<file path="src/rtl/pdv_pkg.sv">
// Shared definitions for the power domain voter: readback map and
// sequencer state encoding. Assumes a 3-bit readback address.
package pdv_pkg;
    localparam int RD_ADDR_W = 3;

    localparam logic [RD_ADDR_W-1:0] RA_SET_RB  = 3'd0;
    localparam logic [RD_ADDR_W-1:0] RA_CLR_RB  = 3'd1;
    localparam logic [RD_ADDR_W-1:0] RA_DONE    = 3'd2;
    localparam logic [RD_ADDR_W-1:0] RA_EN      = 3'd3;
    localparam logic [RD_ADDR_W-1:0] RA_SET_STA = 3'd4;
    localparam logic [RD_ADDR_W-1:0] RA_CLR_STA = 3'd5;

    typedef enum logic [2:0] {
        PD_IDLE,
        PD_ON_PREP,
        PD_ON_WAIT,
        PD_OFF_PREP,
        PD_OFF_SETTLE,
        PD_OFF_WAIT
    } pd_state_t;
endpackage

</file>
<file path="src/rtl/pdv_on_detect.sv">
// Decodes one domain's primary and secondary status words into a single
// "on" flag. Assumes masks are constant; a zero secondary mask means the
// primary mask is reused for the secondary word.
module pdv_on_detect #(
    parameter int                 STA_W    = 2,
    parameter logic [STA_W-1:0]   PRI_MASK = '1,
    parameter logic [STA_W-1:0]   SEC_MASK = '0
) (
    input  logic [STA_W-1:0] sta_pri,
    input  logic [STA_W-1:0] sta_sec,
    output logic             is_on
);
    localparam logic [STA_W-1:0] SEC_EFF = (SEC_MASK != '0) ? SEC_MASK : PRI_MASK;

    // on only when both masked status words show a set bit
    always_comb begin
        is_on = (|(sta_pri & PRI_MASK)) && (|(sta_sec & SEC_EFF));
    end
endmodule

</file>
<file path="src/rtl/pdv_domain_seq.sv">
// Per-domain command sequencer. Takes an accepted on or off command, walks
// the prepare, request and acknowledge phases (with a settle window on the
// off path) and reports idle, pending and enabled state. Assumes the
// command inputs are only asserted while the domain is idle and never both.
module pdv_domain_seq
    import pdv_pkg::*;
#(
    parameter int SETTLE_CYC = 25000
) (
    input  logic clk,
    input  logic rst_n,
    input  logic set_cmd,
    input  logic clr_cmd,
    input  logic is_on,
    output logic req_o,
    output logic done_o,
    output logic en_o,
    output logic set_sta_o,
    output logic clr_sta_o,
    output logic set_rb_o,
    output logic clr_rb_o
);
    localparam int               CNT_W = $clog2(SETTLE_CYC + 1);
    localparam logic [CNT_W-1:0] LAST  = CNT_W'(SETTLE_CYC - 1);
    localparam logic [CNT_W-1:0] FULL  = CNT_W'(SETTLE_CYC);

    pd_state_t        state;
    logic [CNT_W-1:0] cnt;

    // sequencer state, switch request, enabled flag and settle counter
    always_ff @(posedge clk) begin
        if (!rst_n) begin
            state <= PD_IDLE;
            req_o <= 1'b0;
            en_o  <= 1'b0;
            cnt   <= '0;
        end else begin
            case (state)
                PD_IDLE: begin
                    if (set_cmd)      state <= PD_ON_PREP;
                    else if (clr_cmd) state <= PD_OFF_PREP;
                end
                PD_ON_PREP: begin
                    state <= PD_ON_WAIT;
                    req_o <= 1'b1;
                end
                PD_ON_WAIT: begin
                    if (is_on) begin
                        state <= PD_IDLE;
                        en_o  <= 1'b1;
                    end
                end
                PD_OFF_PREP: begin
                    state <= PD_OFF_SETTLE;
                    req_o <= 1'b0;
                    cnt   <= '0;
                end
                PD_OFF_SETTLE: begin
                    if (cnt == LAST) state <= PD_OFF_WAIT;
                    else             cnt   <= cnt + 1'b1;
                end
                PD_OFF_WAIT: begin
                    if (!is_on) begin
                        state <= PD_IDLE;
                        en_o  <= 1'b0;
                    end
                end
                default: state <= PD_IDLE;
            endcase
        end
    end

    // status and readback decode from the state
    always_comb begin
        done_o    = (state == PD_IDLE);
        set_sta_o = (state == PD_ON_PREP) || (state == PD_ON_WAIT);
        clr_sta_o = (state == PD_OFF_PREP) || (state == PD_OFF_SETTLE) || (state == PD_OFF_WAIT);
        set_rb_o  = (state != PD_ON_PREP);
        clr_rb_o  = (state == PD_OFF_PREP);
    end

    // assertion-side counter of cycles with the request low, saturating
    logic [CNT_W-1:0] low_cnt;
    always_ff @(posedge clk) begin
        if (!rst_n)              low_cnt <= FULL;
        else if (req_o)          low_cnt <= '0;
        else if (low_cnt != FULL) low_cnt <= low_cnt + 1'b1;
    end

    a_r8_cmd_only_when_idle: assert property (@(posedge clk) disable iff (!rst_n)
        (set_cmd || clr_cmd) |-> done_o);
    a_r9_single_cmd: assert property (@(posedge clk) disable iff (!rst_n)
        !(set_cmd && clr_cmd));
    a_r5_en_rises_on_ack: assert property (@(posedge clk) disable iff (!rst_n)
        $rose(en_o) |-> $past(is_on));
    a_r6_en_falls_on_ack: assert property (@(posedge clk) disable iff (!rst_n)
        $fell(en_o) |-> !$past(is_on));
    a_r5_req_after_accept: assert property (@(posedge clk) disable iff (!rst_n)
        $rose(req_o) |-> $past(set_sta_o));
    a_r6_settle_window: assert property (@(posedge clk) disable iff (!rst_n)
        $fell(clr_sta_o) |-> (low_cnt >= FULL));
endmodule

</file>
<file path="src/rtl/pdv_regif.sv">
// Vote decode and status readback. Filters votes so that only idle
// domains with a single, unambiguous vote receive a command, and muxes the
// status vectors onto the read port. Assumes reads are combinational.
module pdv_regif
    import pdv_pkg::*;
#(
    parameter int N_DOM = 4
) (
    input  logic                 set_wr_en,
    input  logic [N_DOM-1:0]     set_wr_data,
    input  logic                 clr_wr_en,
    input  logic [N_DOM-1:0]     clr_wr_data,
    input  logic [N_DOM-1:0]     done_vec,
    input  logic [N_DOM-1:0]     en_vec,
    input  logic [N_DOM-1:0]     set_sta_vec,
    input  logic [N_DOM-1:0]     clr_sta_vec,
    input  logic [N_DOM-1:0]     set_rb_vec,
    input  logic [N_DOM-1:0]     clr_rb_vec,
    input  logic [RD_ADDR_W-1:0] rd_addr,
    output logic [N_DOM-1:0]     set_cmd,
    output logic [N_DOM-1:0]     clr_cmd,
    output logic [N_DOM-1:0]     rd_data
);
    logic [N_DOM-1:0] set_req;
    logic [N_DOM-1:0] clr_req;
    logic [N_DOM-1:0] clash;

    // gate votes: idle domains only, conflicting votes dropped
    always_comb begin
        set_req = set_wr_en ? set_wr_data : '0;
        clr_req = clr_wr_en ? clr_wr_data : '0;
        clash   = set_req & clr_req;
        set_cmd = set_req & ~clash & done_vec;
        clr_cmd = clr_req & ~clash & done_vec;
    end

    // readback register select
    always_comb begin
        case (rd_addr)
            RA_SET_RB:  rd_data = set_rb_vec;
            RA_CLR_RB:  rd_data = clr_rb_vec;
            RA_DONE:    rd_data = done_vec;
            RA_EN:      rd_data = en_vec;
            RA_SET_STA: rd_data = set_sta_vec;
            RA_CLR_STA: rd_data = clr_sta_vec;
            default:    rd_data = '0;
        endcase
    end
endmodule

</file>
<file path="src/rtl/pdv_voter.sv">
// Top of the power domain voter: one status decoder and one sequencer per
// domain, plus the shared vote filter and readback. Assumes status inputs
// are synchronous to clk and SETTLE_CYC is at least 1.
module pdv_voter
    import pdv_pkg::*;
#(
    parameter int                         N_DOM      = 4,
    parameter int                         STA_W      = 2,
    parameter int                         SETTLE_CYC = 25000,
    parameter logic [N_DOM*STA_W-1:0]     PRI_MASK   = '1,
    parameter logic [N_DOM*STA_W-1:0]     SEC_MASK   = '0
) (
    input  logic                   clk,
    input  logic                   rst_n,
    input  logic                   set_wr_en,
    input  logic [N_DOM-1:0]       set_wr_data,
    input  logic                   clr_wr_en,
    input  logic [N_DOM-1:0]       clr_wr_data,
    input  logic [RD_ADDR_W-1:0]   rd_addr,
    output logic [N_DOM-1:0]       rd_data,
    input  logic [N_DOM*STA_W-1:0] sta_pri,
    input  logic [N_DOM*STA_W-1:0] sta_sec,
    output logic [N_DOM-1:0]       pwr_req
);
    logic [N_DOM-1:0] set_cmd, clr_cmd, on_vec;
    logic [N_DOM-1:0] done_vec, en_vec, set_sta_vec, clr_sta_vec, set_rb_vec, clr_rb_vec;

    pdv_regif #(.N_DOM(N_DOM)) u_regif (
        .set_wr_en   (set_wr_en),
        .set_wr_data (set_wr_data),
        .clr_wr_en   (clr_wr_en),
        .clr_wr_data (clr_wr_data),
        .done_vec    (done_vec),
        .en_vec      (en_vec),
        .set_sta_vec (set_sta_vec),
        .clr_sta_vec (clr_sta_vec),
        .set_rb_vec  (set_rb_vec),
        .clr_rb_vec  (clr_rb_vec),
        .rd_addr     (rd_addr),
        .set_cmd     (set_cmd),
        .clr_cmd     (clr_cmd),
        .rd_data     (rd_data)
    );

    for (genvar i = 0; i < N_DOM; i++) begin : g_dom
        pdv_on_detect #(
            .STA_W    (STA_W),
            .PRI_MASK (PRI_MASK[i*STA_W +: STA_W]),
            .SEC_MASK (SEC_MASK[i*STA_W +: STA_W])
        ) u_det (
            .sta_pri (sta_pri[i*STA_W +: STA_W]),
            .sta_sec (sta_sec[i*STA_W +: STA_W]),
            .is_on   (on_vec[i])
        );

        pdv_domain_seq #(.SETTLE_CYC(SETTLE_CYC)) u_seq (
            .clk       (clk),
            .rst_n     (rst_n),
            .set_cmd   (set_cmd[i]),
            .clr_cmd   (clr_cmd[i]),
            .is_on     (on_vec[i]),
            .req_o     (pwr_req[i]),
            .done_o    (done_vec[i]),
            .en_o      (en_vec[i]),
            .set_sta_o (set_sta_vec[i]),
            .clr_sta_o (clr_sta_vec[i]),
            .set_rb_o  (set_rb_vec[i]),
            .clr_rb_o  (clr_rb_vec[i])
        );
    end
endmodule

</file>
<file path="config.mk">
export PLATFORM = sky130hd
export DESIGN_NAME = pdv_voter
export DESIGN_NICKNAME = d
export VERILOG_FILES = /design/src/rtl/pdv_pkg.sv /design/src/rtl/pdv_on_detect.sv /design/src/rtl/pdv_domain_seq.sv /design/src/rtl/pdv_regif.sv /design/src/rtl/pdv_voter.sv
export SDC_FILE = /design/constraint.sdc
export NUM_CORES = 1
export LEC_CHECK = 0
export ABC_AREA = 1
export BUFFER_PORTS_ARGS = -buffer_cell sky130_fd_sc_hd__buf_2
export CORE_MARGIN = 2
export CORE_UTILIZATION = 37
export CTS_BUF_LIST = sky130_fd_sc_hd__clkbuf_8
export CTS_CLUSTER_DIAMETER = 60
export DETAILED_ROUTE_END_ITERATION = 12
export PLACE_DENSITY = 0.51
export SETUP_SLACK_MARGIN = 0.02
export SLEW_MARGIN = 40
export SYNTH_ARGS = -nofsm -noshare
export SYNTH_HDL_FRONTEND = slang
export SYNTH_HIERARCHICAL = 1
export SYNTH_SLANG_ARGS = --single-unit
</file>
<file path="constraint.sdc">
create_clock -name clk -period 2.7 [get_ports clk]
set_input_delay 0.135 -clock clk [delete_from_list [all_inputs] [get_ports clk]]
set_output_delay 0.135 -clock clk [all_outputs]
set_load 0.03 [all_outputs]
</file>
==> out/summary.txt, run 1 <==
ys async rst share = 0%
drt wl/cell = 13.07 um
largest net degree at the start of global routing = 18
Rows = 46
vias = 5677
final cycle utilization of the critical path = 78.22%
number of enable flip-flop cells after synthesis = 0
Layout Skew = 0.01046 ns
met2 WL = 6.844 mm
GRT overflow = 0
Pwr Total = 0.004231 W
biggest cell delay along the critical path = 0.39 ns
fin. max-slew vios = 0
hold crit path type = in2reg
fraction of layout cells with a size suffix above 1 = 20.98%
remaining antenna violation count = 0
# DRC = 0
nets@finish = 969
VDD IR max = 304.6 uV
Synth Area in Compound Gates = 11.28%
Worst slew margin = 49.48%
die area = 16880 um2
Synth Area in XOR/XNOR = 0%
Avg Cell Area, Syn = 6.483 um2
Syn Std Cell Area = 5867 um2
crit path kind = reg2out
GR Util All Layers = 18.68%
CTS Buffer Depth = 2
Post-Synth Simple-Gate Area = 50.78%
commonest non-fill, non-tap cell in the layout = nand2_1
endpoints failing hold = 0
Resize count post-CTS = 0
I/O pins = 39
DRT iter0 DRCs = 365
Ys Warns = 6
Pwr per Cell Area = 666.4 nW/um2
largest family of logic cells by synthesized area = simple AND/OR/NAND/NOR gates
buffers and inverters on the worst path = 2
met3 routed WL = 342 um
setup TNS = 0 ns
post-layout minimum cycle time = 2.112 ns
P_leak = 2.374 nW
initial antenna violation count = 0
DR top layer = met4
vias per inst = 4.915
Worst-Skew Late Latency = 0.37 ns
Tightest Pin Transition = 0.7570 ns
Yosys cell types = 32
Fmax = 0.4735 GHz
# setup viols final = 0
worst slack at placement = 0.9666 ns
antenna cells = 0
Critical Path AT = 1.98 ns
critical path endpoint category = output pin
vias in the first global route = 5260
Most used DFF post-synth = dfxtp_1
synthesis-to-finish area growth = 8.232%
H-tree levels = 3
Port Buffers = 38
post-synthesis sequential area ratio = 27.30%
Die Wd = 129.9 um
Max FO, Critical Path = 12
drt total wl = 15.09 mm
Post-DP HPWL = 11.06 mm
Crit path required time = 2.57 ns
Initial DRT Pass Iterations = 4
fin util = 40.41%
Yosys reg bits = 80
chip height = 129.9 um
reg2reg setup slack = 0.94 ns
CP cell instances = nor2_4 > nand2_2 > inv_2 > nor2_1 > nand2_1 > nand4_1 > nand2_1 > nor2_1 > nand2_1 > buf_2
clk root buf = clkbuf_8
Max Cap Violations = 0
Crit-path slowest cell = dfxtp_1
CTS clk-pin slew, worst paths = 0.09 ns
highest-count cells in the layout ignoring fill and taps = 224 x nand2_1, 121 x nand3_1, 114 x nor2_1
CP top delay family = simple AND/OR/NAND/NOR gates
CTS Buf Count = 9
CTS hold repair buffers = 0
TritonCTS sink count = 80
type of origin of the critical path = flop
Post-CTS Setup Bufs = 0
Post-Synth Adder-Cell Area = 0.8531%
cells after synthesis = 905
CTS tree = built
mux cell area share after synthesis = 0%
gp weighted congestion = 0.8154
first-pass GRT wire length = 25.40 mm
Initial Util = 37.34%
Metal-1 WL = 7.692 mm
core area = 15710 um2
PnR worst setup slack = 0.5880 ns
CP most frequent cell = nand2_1
status = finished, final reports clean
RSZ-0062 raised after global routing = no
Net Count, Synth = 940
==> state kept, by name (all words and copies together), names as in the netlist <==
name	count
g_dom.u_seq/cnt	60
g_dom.u_seq/state	12
g_dom.u_seq/en_o	4
g_dom.u_seq/req_o	4
==> synth_stat cells (8+ instances only) <==
cell type / instances / area (um2)
a21oi_1: 47 / 235.2
a21oi_2: 25 / 219.0
buf_6: 10 / 112.6
dfxtp_1: 80 / 1602
inv_1: 72 / 270.3
inv_2: 20 / 75.07
nand2_1: 224 / 840.8
nand2_2: 8 / 50.05
nand3_1: 121 / 605.6
nand3_2: 28 / 280.3
nand4_1: 37 / 231.5
nor2_1: 114 / 427.9
nor2_2: 25 / 156.4
nor2_4: 10 / 112.6
o21ai_0: 13 / 65.06
o21bai_1: 9 / 67.56
or2_2: 16 / 100.1
==> metal layers <==
| metal | global-route usage, % | vias to the layer above |
|---|---|---|
| met3 | 2.419 | 16 |
| li1 | - | 3041 |
| met4 | 6.009 | 0 |
| met2 | 31.11 | 72 |
| met5 | 0 | - |
| met1 | 25.12 | 2548 |
==> where the power goes <==
| part | internal (W) | switching [W] | leakage, nW | total, W |
|---|---|---|---|---|
| sequential | 0.00131 | 0.000178 | 0.648 | 0.00149 |
| combinational | 0.000517 | 0.00118 | 1.62 | 0.00170 |
| clock | 0.000549 | 0.000491 | 0.109 | 0.00104 |
| total | 0.00238 | 0.00185 | 2.37 | 0.00423 |
==> worst paths after layout <==
kind	end	depth (start not counted)	from
hold / removal	g_dom[3].u_seq/state[0]	5	sta_pri[6]
setup / recovery	rd_data[1]	10	g_dom[1].u_seq/state[0]
setup reg to reg	g_dom[3].u_seq/state[0]	10	g_dom[3].u_seq/state[1]
hold reg to reg	g_dom[2].u_seq/req_o	2	g_dom[2].u_seq/req_o
==> layout make-up <==
class,count,area [um2]
inverter,93,351.6
sequential,80,1602
fill,1719,9363
tap,216,270.3
multi-input combinational,710,3691
clock buffer,10,137.6
timing repair buffer,40,205.2
clock inverter,6,92.59
==> worst reg2reg max path: cells and delay by family (launching register included) <==
| family | cells | cell delay [ns] |
|---|---|---|
| flip-flops | 1 | 0.36 |
| AO/OA/AOI/OAI | 2 | 0.44 |
| buffers and inverters | 2 | 0.16 |
| AND/OR/NAND/NOR | 6 | 0.72 |
==> cells by family after synthesis <==
group,Yosys count
and+or+nand+nor,601
AOI/OAI and AO/OA,105
buffers and inverters,115
DFF,80
adders and majority gates,4
==> per-stage QoR <==
stage	hold slack, ns	area [um2]	cells
global placement	0.4553	6120	1139
global route	0.2165	6350	1155
detailed placement	0.4520	6120	1139
floorplan	0.2554	5867	905
finish	0.1941	6350	1155
CTS	0.1894	6350	1155
Power figures use the tool's default switching activity.
==> inputs of run 2 (changes only) <==
Clock period 2.7 ns to 2.1 ns, I/O delays scaled along.
==> run 2 against run 1 <==
Design area fell by 0.20%; via count fell by 0.42%; clock-buffer cell count rose by 1; sequential cell count did not move; sequential power rose by 30%; critical path type unchanged; largest power group unchanged; highest routed layer unchanged.
==> out/summary.txt, run 2 (synthesis gave the netlist of run 1 again) <==
switching part of the total = 44.99% (+1.3 points)
Worst setup endpoint = rd_data[1]
antenna cells = 0 (unchanged)
GRT overflow = 0 (unchanged)
Pwr per Cell Area = 829.1 nW/um2 (+24%)
reg2reg setup slack = 0.41 ns (-0.53 ns)
H-tree levels = 3 (unchanged)
setup TNS = 0 ns (unchanged)
CTS clk-pin slew, worst paths = 0.09 ns (about the same)
hold path cells = 3 (-2)
fraction of layout cells with a size suffix above 1 = 21.85% (+0.87 points)
CTS Buf Count = 9 (unchanged)
Crit path required time = 2.00 ns (-0.57 ns)
Max FO, Critical Path = 4 (-8)
Inst Count DP = 1144 (+0.44%)
final cycle utilization of the critical path = 91.67%
hold crit path type = in2reg
Layout Skew = 0.008892 ns (-0.001566 ns)
synthesis-to-finish area growth = 8.019%
Initial Util = 37.34% (unchanged)
status = finished, final reports clean
cells on worst reg2reg path = 11 (+1)
# DRC = 0 (unchanged)
Initial DRT Pass Iterations = 5 (+1)
# setup viols final = 0 (unchanged)
highest-count cells in the layout ignoring fill and taps = 224 x nand2_1, 121 x nand3_1, 114 x nor2_1
CTS Buffer Depth = 2 (unchanged)
P_leak = 2.387 nW (+0.53%)
Max Cap Violations = 0 (unchanged)
Die Wd = 129.9 um (unchanged)
Largest register FFs = 60 (unchanged)
RR Endpoint = g_dom[3].u_seq/state[1]
Post-DP HPWL = 10.89 mm (-1.5%)
r2r startpoint = g_dom[3].u_seq/state[1]
crit path kind = reg2out
Tightest Pin Transition = 0.7196 ns (-0.03738 ns)
gp weighted congestion = 0.8293 (+1.7%)
drt wl/cell = 12.87 um (-1.5%)
Fmax = 0.5195 GHz
Top reg by flops = g_dom.u_seq/cnt
drt total wl = 14.92 mm (-1.1%)
endpoints failing hold = 0 (unchanged)
GR Util All Layers = 18.56% (-0.12 points)
first-pass GRT wire length = 25.27 mm (-0.52%)
post-layout minimum cycle time = 1.925 ns
clk root buf = clkbuf_8
Clock power frac = 20.8% (-3.8 points)
chip height = 129.9 um (unchanged)
DRT iter0 DRCs = 355 (-2.7%)
die area = 16880 um2 (unchanged)
vias = 5653 (-0.42%)
vias in the first global route = 5226 (-0.65%)
Comb pwr share = 42.6% (+2.5 points)
CP Launch Point = g_dom[1].u_seq/state[1]
remaining antenna violation count = 0 (unchanged)
register share of total power = 36.6% (+1.3 points)
biggest regs = g_dom.u_seq/cnt (60), g_dom.u_seq/state (12)
CTS tree = built
largest net degree at the start of global routing = 18 (unchanged)
Post-Layout Cell Count = 1159 (+0.35%)
Worst slew margin = 51.97% (+2.5 points)
fin. max-slew vios = 0 (unchanged)
core area = 15710 um2 (unchanged)
RSZ-0062 raised after global routing = no
nets@finish = 974 (+0.52%)
type of origin of the critical path = flop
commonest non-fill, non-tap cell in the layout = nand2_1
I/O pins = 39 (unchanged)
critical path endpoint category = output pin
Int Power = 0.002890 W (+21%)
initial antenna violation count = 0 (unchanged)
Hold WS = 0.1275 ns (-0.06657 ns)
VDD IR max = 352.6 uV (+16%)
P_sw = 0.002364 W (+28%)
Critical Path AT = 1.82 ns (-0.16 ns)
Worst-Skew Late Latency = 0.37 ns (about the same)
TritonCTS sink count = 80 (unchanged)
vias per inst = 4.877 (-0.77%)
Rows = 46 (unchanged)
Port Buffers = 38 (unchanged)
[run 2: changes by cell type in the layout (fill, tap and decap cells not counted), sizes merged]
cell and delta:
buf +5, inv +1, bufinv -2, clkbuf +1
clkinvlp -1
[run 2: layer usage]
metal | vias up | part of all wire [%] | global-route usage (%)
met4 | 0 | 0.84 | 4.807
met5 | - | 0 | 0
met3 | 8 | 2.3 | 3.403
met2 | 64 | 46 | 30.49
li1 | 3051 | - | -
met1 | 2530 | 51 | 25.16
[run 2: power groups by stage]
stage | clock [W] | sequential [W] | combinational, W
final | 0.00109 | 0.00193 | 0.00224
after global routing | 0.00120 | 0.00195 | 0.00253
after CTS | 0.00116 | 0.00191 | 0.00225
after detailed placement | 0 | 0.00195 | 0.00224
after global placement | 0 | 0.00195 | 0.00227
after floorplan | 0 | 0.00195 | 0.00185
[run 2: layout make-up]
class	count	area (um2)
Multi-Input combinational cell	710	3691
Fill cell	1716	9375
Clock buffer	11	151.4
Inverter	93	351.6
Tap cell	216	270.3
Clock inverter	4	21.27
Timing Repair Buffer	45	242.7
Sequential cell	80	1609
[run 2: what timing repair did]
item / CTS / global route
hold buffers: 0 / 0
setup buffers: 0 / 0
gates resized for setup: 0 / 6
setup endpoints to repair: 0 / 3
[run 2: worst min path at each step]
stage,to,startpoint,slack (ns)
final,g_dom[1].u_seq/cnt[0],rst_n,0.13
after global routing,g_dom[3].u_seq/cnt[13],rst_n,0.12
after CTS,g_dom[1].u_seq/cnt[13],rst_n,0.11
after detailed placement,g_dom[2].u_seq/req_o,g_dom[2].u_seq/req_o,0.46
after global placement,g_dom[2].u_seq/req_o,g_dom[2].u_seq/req_o,0.46
after floorplan,g_dom[0].u_seq/cnt[13],rst_n,0.23
[run 2: worst max-delay path, cell delays in order (launching register included)]
cell and delay [ns]:
dfxtp_1 0.43, inv_1 0.12, nor2_2 0.23, nor2_1 0.10
nand2_1 0.07, nand4_1 0.09, nand2_1 0.08, nor2_1 0.04
nand2_1 0.08, buf_2 0.21
[run 2: through the flow]
| stage | area [um2] | power, W | util (%) | worst slack (ns) |
|---|---|---|---|---|
| after global placement | 6157 | 0.004217 | 39.19 | 0.4317 |
| after global routing | 6337 | 0.005679 | 40.33 | 0.02792 |
| final | 6337 | 0.005254 | 40.33 | 0.1750 |
| after CTS | 6330 | 0.005320 | 40.29 | 0.08089 |
| after detailed placement | 6157 | 0.004188 | 39.19 | 0.4016 |
| after floorplan | 5867 | 0.003797 | - | 0.5938 |
